### src/rtl/uart_ff_pkg.sv
package uart_ff_pkg;

    typedef enum logic [1:0] {
        IRQ_NONE = 2'b00,
        IRQ_TXE  = 2'b01,
        IRQ_LVL  = 2'b10,
        IRQ_TMO  = 2'b11
    } irq_id_e;

    // receive trigger level for a select code, scaled to the FIFO depth
    function automatic int trig_level(logic [1:0] sel, int depth);
        case (sel)
            2'd0:    return 1;
            2'd1:    return depth / 4;
            2'd2:    return depth / 2;
            default: return depth - 2;
        endcase
    endfunction

endpackage

### src/rtl/ff_queue.sv
module ff_queue #(
    parameter int DEPTH = 16,
    parameter int DW    = 8
) (
    input  logic                     clk,
    input  logic                     rst_n,
    input  logic                     clr,
    input  logic                     push,
    input  logic [DW-1:0]            din,
    input  logic                     pop,
    output logic [DW-1:0]            dout,
    output logic [$clog2(DEPTH):0]   count
);
    localparam int AW = $clog2(DEPTH);
    localparam int CW = AW + 1;
    localparam logic [CW-1:0] FULL = CW'(DEPTH);

    typedef struct packed {
        logic [DEPTH-1:0][DW-1:0] mem;
        logic [AW-1:0]            wp;
        logic [AW-1:0]            rp;
        logic [CW-1:0]            cnt;
    } q_st_t;

    q_st_t st_d, st_q;
    logic  do_push, do_pop;

    always_comb begin
        st_d    = st_q;
        do_push = push && (st_q.cnt != FULL);
        do_pop  = pop && (st_q.cnt != '0);
        if (clr) begin
            st_d.wp  = '0;
            st_d.rp  = '0;
            st_d.cnt = '0;
        end else begin
            if (do_push) begin
                st_d.mem[st_q.wp] = din;
                st_d.wp           = st_q.wp + 1'b1;
            end
            if (do_pop) begin
                st_d.rp = st_q.rp + 1'b1;
            end
            st_d.cnt = st_q.cnt + CW'(do_push) - CW'(do_pop);
        end
    end

    always_ff @(posedge clk or negedge rst_n) begin
        if (!rst_n) st_q <= '0;
        else        st_q <= st_d;
    end

    assign dout  = st_q.mem[st_q.rp];
    assign count = st_q.cnt;

    AST_NO_OVERFLOW: assert property (@(posedge clk) disable iff (!rst_n)
        count <= FULL);

endmodule

### src/rtl/rx_idle_timer.sv
module rx_idle_timer #(
    parameter int TO_CHARS = 4
) (
    input  logic clk,
    input  logic rst_n,
    input  logic clr,
    input  logic restart,
    input  logic rd,
    input  logic tick,
    input  logic below,
    output logic expired
);
    localparam int TW = $clog2(TO_CHARS + 1);
    localparam logic [TW-1:0] LAST = TW'(TO_CHARS - 1);

    typedef struct packed {
        logic [TW-1:0] cnt;
        logic          flag;
    } tm_st_t;

    tm_st_t st_d, st_q;

    always_comb begin
        st_d = st_q;
        if (clr || restart || !below) begin
            st_d.cnt = '0;
        end else if (tick) begin
            if (st_q.cnt == LAST) begin
                st_d.cnt  = '0;
                st_d.flag = 1'b1;
            end else begin
                st_d.cnt = st_q.cnt + 1'b1;
            end
        end
        if (clr || rd) st_d.flag = 1'b0;
    end

    always_ff @(posedge clk or negedge rst_n) begin
        if (!rst_n) st_q <= '0;
        else        st_q <= st_d;
    end

    assign expired = st_q.flag;

    AST_TO_BELOW: assert property (@(posedge clk) disable iff (!rst_n)
        $rose(expired) |-> $past(below) && $past(tick));

endmodule

### src/rtl/tx_cts_gate.sv
module tx_cts_gate #(
    parameter int DW = 8
) (
    input  logic          clk,
    input  logic          rst_n,
    input  logic          tick,
    input  logic          cts,
    input  logic          avail,
    input  logic [DW-1:0] din,
    output logic          pop,
    output logic          start,
    output logic [DW-1:0] dout,
    output logic          busy
);
    typedef struct packed {
        logic          busy;
        logic          start;
        logic [DW-1:0] data;
    } tx_st_t;

    tx_st_t st_d, st_q;

    always_comb begin
        st_d       = st_q;
        pop        = tick && cts && avail;
        st_d.start = pop;
        if (tick) st_d.busy = pop;
        if (pop)  st_d.data = din;
    end

    always_ff @(posedge clk or negedge rst_n) begin
        if (!rst_n) st_q <= '0;
        else        st_q <= st_d;
    end

    assign start = st_q.start;
    assign dout  = st_q.data;
    assign busy  = st_q.busy;

    AST_BUSY_HOLD: assert property (@(posedge clk) disable iff (!rst_n)
        busy && !tick |=> busy);

endmodule

### src/rtl/uart_flow_fifo.sv
module uart_flow_fifo
    import uart_ff_pkg::*;
#(
    parameter int DEPTH    = 16,
    parameter int DW       = 8,
    parameter int TO_CHARS = 4
) (
    input  logic                   clk,
    input  logic                   rst_n,
    input  logic                   char_tick,
    input  logic                   rx_valid,
    input  logic [DW-1:0]          rx_data,
    input  logic                   host_rd,
    output logic [DW-1:0]          host_rdata,
    output logic [$clog2(DEPTH):0] rx_count,
    input  logic                   stat_rd,
    output logic                   overrun,
    input  logic                   host_wr,
    input  logic [DW-1:0]          host_wdata,
    output logic [$clog2(DEPTH):0] tx_count,
    input  logic                   fifo_reset,
    input  logic [1:0]             trig_sel,
    input  logic                   ie_rx,
    input  logic                   ie_tx,
    input  logic                   cts,
    output logic                   rts,
    output logic                   tx_start,
    output logic [DW-1:0]          tx_data,
    output logic                   tx_busy,
    output logic                   irq,
    output logic [1:0]             irq_id
);
    localparam int CW = $clog2(DEPTH) + 1;
    localparam logic [CW-1:0] FULL = CW'(DEPTH);

    typedef struct packed {
        logic ovr;
    } top_st_t;

    top_st_t       st_d, st_q;
    logic [CW-1:0] trig;
    logic          lvl_hit, below, tmo, txe, tx_pop;
    logic [DW-1:0] tx_head;
    irq_id_e       id;

    ff_queue #(.DEPTH(DEPTH), .DW(DW)) rx_q_i (
        .clk(clk), .rst_n(rst_n), .clr(fifo_reset),
        .push(rx_valid), .din(rx_data), .pop(host_rd),
        .dout(host_rdata), .count(rx_count)
    );

    ff_queue #(.DEPTH(DEPTH), .DW(DW)) tx_q_i (
        .clk(clk), .rst_n(rst_n), .clr(fifo_reset),
        .push(host_wr), .din(host_wdata), .pop(tx_pop),
        .dout(tx_head), .count(tx_count)
    );

    rx_idle_timer #(.TO_CHARS(TO_CHARS)) timer_i (
        .clk(clk), .rst_n(rst_n), .clr(fifo_reset),
        .restart(rx_valid || host_rd), .rd(host_rd),
        .tick(char_tick), .below(below), .expired(tmo)
    );

    tx_cts_gate #(.DW(DW)) gate_i (
        .clk(clk), .rst_n(rst_n), .tick(char_tick), .cts(cts),
        .avail(tx_count != '0), .din(tx_head), .pop(tx_pop),
        .start(tx_start), .dout(tx_data), .busy(tx_busy)
    );

    always_comb begin
        trig    = CW'(trig_level(trig_sel, DEPTH));
        lvl_hit = rx_count >= trig;
        below   = (rx_count != '0) && (rx_count < trig);
        txe     = tx_count == '0;
        rts     = rx_count <= trig;

        st_d = st_q;
        if (stat_rd)                       st_d.ovr = 1'b0;
        if (rx_valid && rx_count == FULL)  st_d.ovr = 1'b1;

        if (ie_rx && lvl_hit)  id = IRQ_LVL;
        else if (ie_rx && tmo) id = IRQ_TMO;
        else if (ie_tx && txe) id = IRQ_TXE;
        else                   id = IRQ_NONE;
        irq    = id != IRQ_NONE;
        irq_id = id;
    end

    always_ff @(posedge clk or negedge rst_n) begin
        if (!rst_n) st_q <= '0;
        else        st_q <= st_d;
    end

    assign overrun = st_q.ovr;

    AST_TX_CTS: assert property (@(posedge clk) disable iff (!rst_n)
        $rose(tx_start) |-> $past(cts) && $past(char_tick));

    AST_OVR_STICKY: assert property (@(posedge clk) disable iff (!rst_n)
        overrun && !stat_rd |=> overrun);

    AST_FULL_HOLD: assert property (@(posedge clk) disable iff (!rst_n)
        rx_count == FULL && !host_rd && !fifo_reset |=> rx_count == FULL);

    AST_EMPTY_RD: assert property (@(posedge clk) disable iff (!rst_n)
        rx_count == '0 && !rx_valid |=> rx_count == '0);

    AST_FIFO_RESET: assert property (@(posedge clk) disable iff (!rst_n)
        fifo_reset |=> rx_count == '0 && tx_count == '0 && !tmo);

endmodule

### config.mk
export PLATFORM = sky130hd
export DESIGN_NAME = uart_flow_fifo
export DESIGN_NICKNAME = d
export VERILOG_FILES = /design/src/rtl/uart_ff_pkg.sv /design/src/rtl/ff_queue.sv /design/src/rtl/rx_idle_timer.sv /design/src/rtl/tx_cts_gate.sv /design/src/rtl/uart_flow_fifo.sv
export SDC_FILE = /design/constraint.sdc
export NUM_CORES = 1
export LEC_CHECK = 0
export CORE_AREA = 2 2 157 159
export CTS_CLUSTER_SIZE = 28
export DETAILED_ROUTE_END_ITERATION = 8
export DIE_AREA = 0 0 159 161
export GPL_ROUTABILITY_DRIVEN = 1
export PLACE_DENSITY = 0.79
export SLEW_MARGIN = 40
export SYNTH_ARGS = -nofsm -noshare
export SYNTH_HDL_FRONTEND = slang
export SYNTH_SLANG_ARGS = --single-unit
### constraint.sdc
create_clock -name clk -period 4.15 [get_ports clk]
set_input_delay 0.415 -clock clk [delete_from_list [all_inputs] [get_ports clk]]
set_output_delay 0.415 -clock clk [all_outputs]
set_load 0.03 [all_outputs]
After elaboration in Yosys (flattened, before gate mapping)

Cells that the tools add are included.

Bits in registers: 297
Bits in latches: 0
RAM bits: 0
Bits in read-only memories: 0
Input bits: 29
Output and inout port bits: 33
Logic and storage cells: 132
Memories kept: 0

$add $sub $neg: 9
Multiply operators: 0
Divide/modulo/power cells: 0
$lt $le $gt $ge: 9
Equal/unequal tests: 7
Shift operators: 0
Muxes and demuxes: 28
Bitwise operators: 1
Reductions and logical operators: 34

Operators by type and width:

| operator                                                                             | count |
|---|---|
| 128-bit bitwise mux                                                                  | 2 |
| 8-bit binary-select mux with 4-bit select                                            | 2 |
| 8-bit demux with 4-bit select                                                        | 2 |
| 8-bit 2-to-1 mux                                                                     | 4 |
| 13-bit 2-to-1 mux                                                                    | 2 |
| 4-bit by 5-bit less-than comparator with 1-bit output (second input constant)        | 4 |
| 4-bit 2-to-1 mux                                                                     | 5 |
| 2-bit nonzero test                                                                   | 9 |
| 4-bit by 1-bit adder with 4-bit output (second input constant)                       | 4 |
| 1-bit logical AND                                                                    | 13 |
| 4-bit one-hot mux with 3 select lines                                                | 1 |
| 5-bit by 1-bit adder with 5-bit output                                               | 2 |
| 5-bit != test (second input constant)                                                | 2 |
| 5-bit nonzero test                                                                   | 2 |
| 5-bit by 1-bit subtractor with 5-bit output                                          | 2 |
| 4-bit by 1-bit greater-or-equal comparator with 1-bit output (second input constant) | 2 |
| 1-bit 2-to-1 mux                                                                     | 6 |
| 3-bit 2-to-1 mux                                                                     | 2 |
| 5-bit equality test (second input constant)                                          | 1 |
| 5-bit greater-or-equal comparator                                                    | 1 |
| 5-bit <= comparator                                                                  | 1 |
| 5-bit logical NOT                                                                    | 1 |
| 5-bit less-than comparator                                                           | 1 |
| 1-bit logical OR                                                                     | 4 |
| 11 further kinds                                                                     | 13 |

Depth between registers and ports, before layout

Depth in word-level cells: 8
Mapped depth: 14
Gate-level depth less buffers: 13

Cells and area by module

A second synthesis with hierarchy kept.

Cells, all modules: 1017
Area, all modules: 14508.9 um^2

Modules (own cells, without submodules):

| module             | times used | cells an instance | area each (um^2) | seq. area each (um^2) |
|---|---|---|---|---|
| ff_queue at rx_q_i | 1          | 472               | 6901.6           | 3528.4 |
| ff_queue at tx_q_i | 1          | 473               | 6806.5           | 3528.4 |
| tx_cts_gate        | 1          | 22                | 370.4            | 250.2 |
| uart_flow_fifo     | 1          | 35                | 235.2            | 25.0 |
| rx_idle_timer      | 1          | 15                | 195.2            | 100.1 |

Least setup slack after synthesis

No wires, ideal clock.

Kind: register -> register
Start: register tx_q_i.st_q (netlist bit tx_q_i.count[3])
End: register tx_q_i.st_q (netlist bit tx_q_i.count[4])
Arrival time: 2.879 ns
Data required time: 4.072 ns
Setup slack: 1.193 ns
Stages on the path, launching flop included: 15
Buffers on the path: 2
Period minus slack after synthesis: 2.957 ns
Path through: dfrtp_1 > inv_1 > ha_1 > nor4b_2 > nor2_1 > buf_2 > buf_2 > ha_1 > inv_1 > ha_1 > fa_1 > a21oi_1 > nor2_1 > or3_1 > a21oi_1

RTL lines:

| what                   | line           | text |
|---|---|---|
| start, declared        | ff_queue.sv:25 | `q_st_t st_d, st_q;` |
| start signal, assigned | ff_queue.sv:50 | `else st_q <= st_d;` |

Worst setup path after layout

Start: register rx_q_i.st_q[5] (netlist name)
End: output port host_rdata[0]

Longest elaborated chain between the ends: 2

RTL lines:

| what                                      | line                 | text |
|---|---|---|
| start, declared                           | ff_queue.sv:25       |  |
| start signal, assigned                    | ff_queue.sv:50       |  |
| 8-bit binary-select mux with 4-bit select | ff_queue.sv:53       | `assign dout = st_q.mem[st_q.rp];` |
| 8-bit 2-to-1 mux (not written as such)    | ff_queue.sv:53       |  |
| end, declared                             | uart_flow_fifo.sv:14 | `output logic [DW-1:0] host_rdata,` |

Every way passes these cells. The select of a mux whose other input is x is not followed.

==> summary.md <==
| Metric | Value |
|---|---|
| Routed length per instance | 21.7 microns |
| Setup CP Type | reg2out |
| Leak | 7.69 nW |
| Synth async-reset ratio | 1.00 |
| Syn Inst Count | 931 |
| Antenna violations before repair | 0 |
| DP HPWL | 18600 microns |
| Hold WC Path Type | in2async |
| Number of setup violations in the final report | 0 |
| Vias/cell | 6.00 |
| Startpoint Class | flip-flop |
| Commonest non-fill, non-tap cells in the layout | dfrtp_1 (295), mux2_1 (208), clkdlybuf4s50_1 (60) |
| Most common cell after layout, fill and taps aside | dfrtp_1 |
| Syn Nets | 989 |
| Max VDD drop | 539 uV |
| Die Ht | 161 microns |
| Core Rows | 57 |
| Slew Limit Fails | 0 |
| # resized after CTS | 0 |
| Clock transition at the registers of the reported paths | 60 ps |
| Longest Clk Path Bufs | 3 |
| Clock root cell | clkbuf_16 |
| Synth warnings | 0 |
| Req. time, crit path | 3730 ps |
| Final min period | 3420 ps |
| First-pass GRT wire length | 47600 microns |
| Core area | 0.0240 sq mm |
| Worst R2R Path Depth | 13 |
| Setup_tns | 0 ps |
| Status | finished, final reports clean |
| H-tree levels | 1 |
| Rel. slew slack | 0.528 |
| Input/output buffers | 61 |
| RR Endpoint | rx_q_i.count[4]$_DFF_PN0_ |
| WL final | 28800 microns |
| CP max FO | 19 |
| Cell accounting for the most synthesized area | dfrtp_1 |
| Reg2Reg Setup Slack | 960 ps |
| Syn-to-layout area delta | 12.5% |
| Share of Yosys cell area claimed by the top area cell type | 0.516 |
| Max_cap viols | 0 |
| Pwr Total | 8.96 mW |
| Postcts setup bufs | 0 |
| Arrival time at the worst endpoint | 3000 ps |
| Die Area | 0.0256 sq mm |
| Maximum achievable frequency | 0.293 GHz |
| Detailed-route via count | 7944 |
| Post-synthesis cell type count | 52 |
| Synth Cell Area | 0.0144 sq mm |
| Final nets | 1034 |
| Period utilization | 0.823 |
| CTS Buf Count | 31 |
| Initial drt markers | 442 |
| Worst R2R Start | rx_q_i.count[3]$_DFF_PN0_ |
| Cell area power density | 553 mW/mm^2 |
| Worst Max-Slew Pin Slew | 708 ps |
| Seq/Total Area, Yosys | 0.516 |
| CTS tree | done |
| Antenna diodes | 0 |
| Syn_area_per_cell | 15.5 sq um |
| Pre-Repair DR Iteration Count | 4 |
| Flops & latches, synth | 297 |
| Post-route DRC | 0 |
| Starting Density | 0.601 |
| I/O Pins | 62 |
| Gr ovfl total | 0 |
| Unrepaired setup endpoints after global routing | no |
| Largest net degree at the start of global routing | 70 |
| GRT Total Usage | 0.234 |
| Clock sink count | 297 |
| FILL cells | 1653 |
| Main synth FF type | dfrtp_1 |
| EDFF count, synth | 0 |
| Vias in the first global route | 8442 |
| Top post-synthesis cells by area | dfrtp_1 (52%), mux2_1 (16%), mux4_2 (7.8%) |
| Clk Latency, worst-skew pair | 560 ps |
| Hold Vio Cnt, Final | 0 |
| Share of cells above drive strength 1 | 0.204 |
| Worst setup EP type | output port |
| Die X | 159 microns |
| ANT nets after route | 0 |
| RD Place Congestion | 0.764 |
| Clock skew | 9.53 ps |
## stage by stage
step                 util  worst slack, ps  instances  cell area [sq um]  hold WS [ps]
floorplan               -             1190        931              14400           119
global placement    0.631             1020       1265              15100           461
detailed placement  0.632              906       1266              15200           342
CTS                 0.676              733       1325              16200           359
global route        0.676              670       1325              16200           390
finish              0.676              733       1325              16200           367
## per-layer routing
layer / global-route usage / vias to the layer above / share of wire
met3: 0.0352 / 44 / 0.036
met5: 0 / - / 0
li1: - / 3547 / -
met1: 0.322 / 4190 / 0.44
met2: 0.403 / 163 / 0.51
met4: 0.0492 / 0 / 0.019
## area by class of cell
class                   instances  area, sq um  share of cell area
well taps                     324          405              0.0250
clock inverters                14          153             0.00942
flip-flops and latches        297         7430               0.459
clock buffers                  44          885              0.0546
inverters                      25         93.8             0.00579
repair buffers                 77          783              0.0483
multi-input cells             544         6450               0.398
## cell families after synthesis
group                      after synthesis  share of synthesized area
DFF                                    297                      0.516
buffers and inverters                   90                     0.0361
xor gates and xnor gates                18                     0.0109
adders and majority gates               29                     0.0262
AOI/OAI and AO/OA                       37                     0.0169
and+or+nand+nor                        120                     0.0668
muxes                                  340                      0.327
## timing repair
action	4_1_cts	5_1_grt
endpoints found under the hold margin	41	0
setup endpoints to repair	0	0
hold buffers	1	0
## state kept, by name, indices dropped and copies added (netlist names)
| signal | cells |
|---|---|
| gate_i.start | 1 |
| tx_q_i.st_q | 136 |
| tx_q_i.count | 5 |
| rx_q_i.st_q | 136 |
| rx_q_i.count | 5 |
| gate_i.busy | 1 |
| timer_i.st_q | 3 |
| timer_i.expired | 1 |
| gate_i.dout | 8 |
| overrun | 1 |
## worst max-delay path by stage
| stage | startpoint | slack (ps) | endpoint | depth (start not counted) |
|---|---|---|---|---|
| 4_1_cts | rx_q_i.st_q[5]$_DFFE_PN0P_ | 730 | host_rdata[2] | 4 |
| 2_1_floorplan | tx_q_i.count[3]$_DFF_PN0_ | 1190 | tx_q_i.count[4]$_DFF_PN0_ | 14 |
| 5_1_grt | rx_q_i.st_q[5]$_DFFE_PN0P_ | 670 | host_rdata[2] | 4 |
| 6_report | rx_q_i.st_q[5]$_DFFE_PN0P_ | 730 | host_rdata[0] | 4 |
| 3_3_place_gp | trig_sel[0] | 1020 | irq_id[0] | 8 |
| 3_5_place_dp | trig_sel[0] | 910 | irq_id[0] | 8 |
## Yosys cell counts (10+ instances only)
master	instances
o22ai_1	10
nor2_1	34
mux2_1	208
xnor2_1	10
nand3_4	19
mux2_2	48
buf_2	12
clkbuf_1	21
inv_1	25
a21oi_1	10
dfrtp_1	297
ha_1	27
mux4_2	50
mux4_1	21
buf_4	18
mux2i_1	12
## critical path: stages (launching register included)
cell and delay, ps:
dfrtp_2 360, buf_4 320, mux4_1 640, mux4_2 500, clkdlybuf4s50_1 610
## power by group
group / internal, mW / switching [mW]
combinational: 1.23 / 1.30
clock: 1.67 / 1.14
sequential: 3.33 / 0.293
Note: power is estimated with default switching activity, not from simulation.
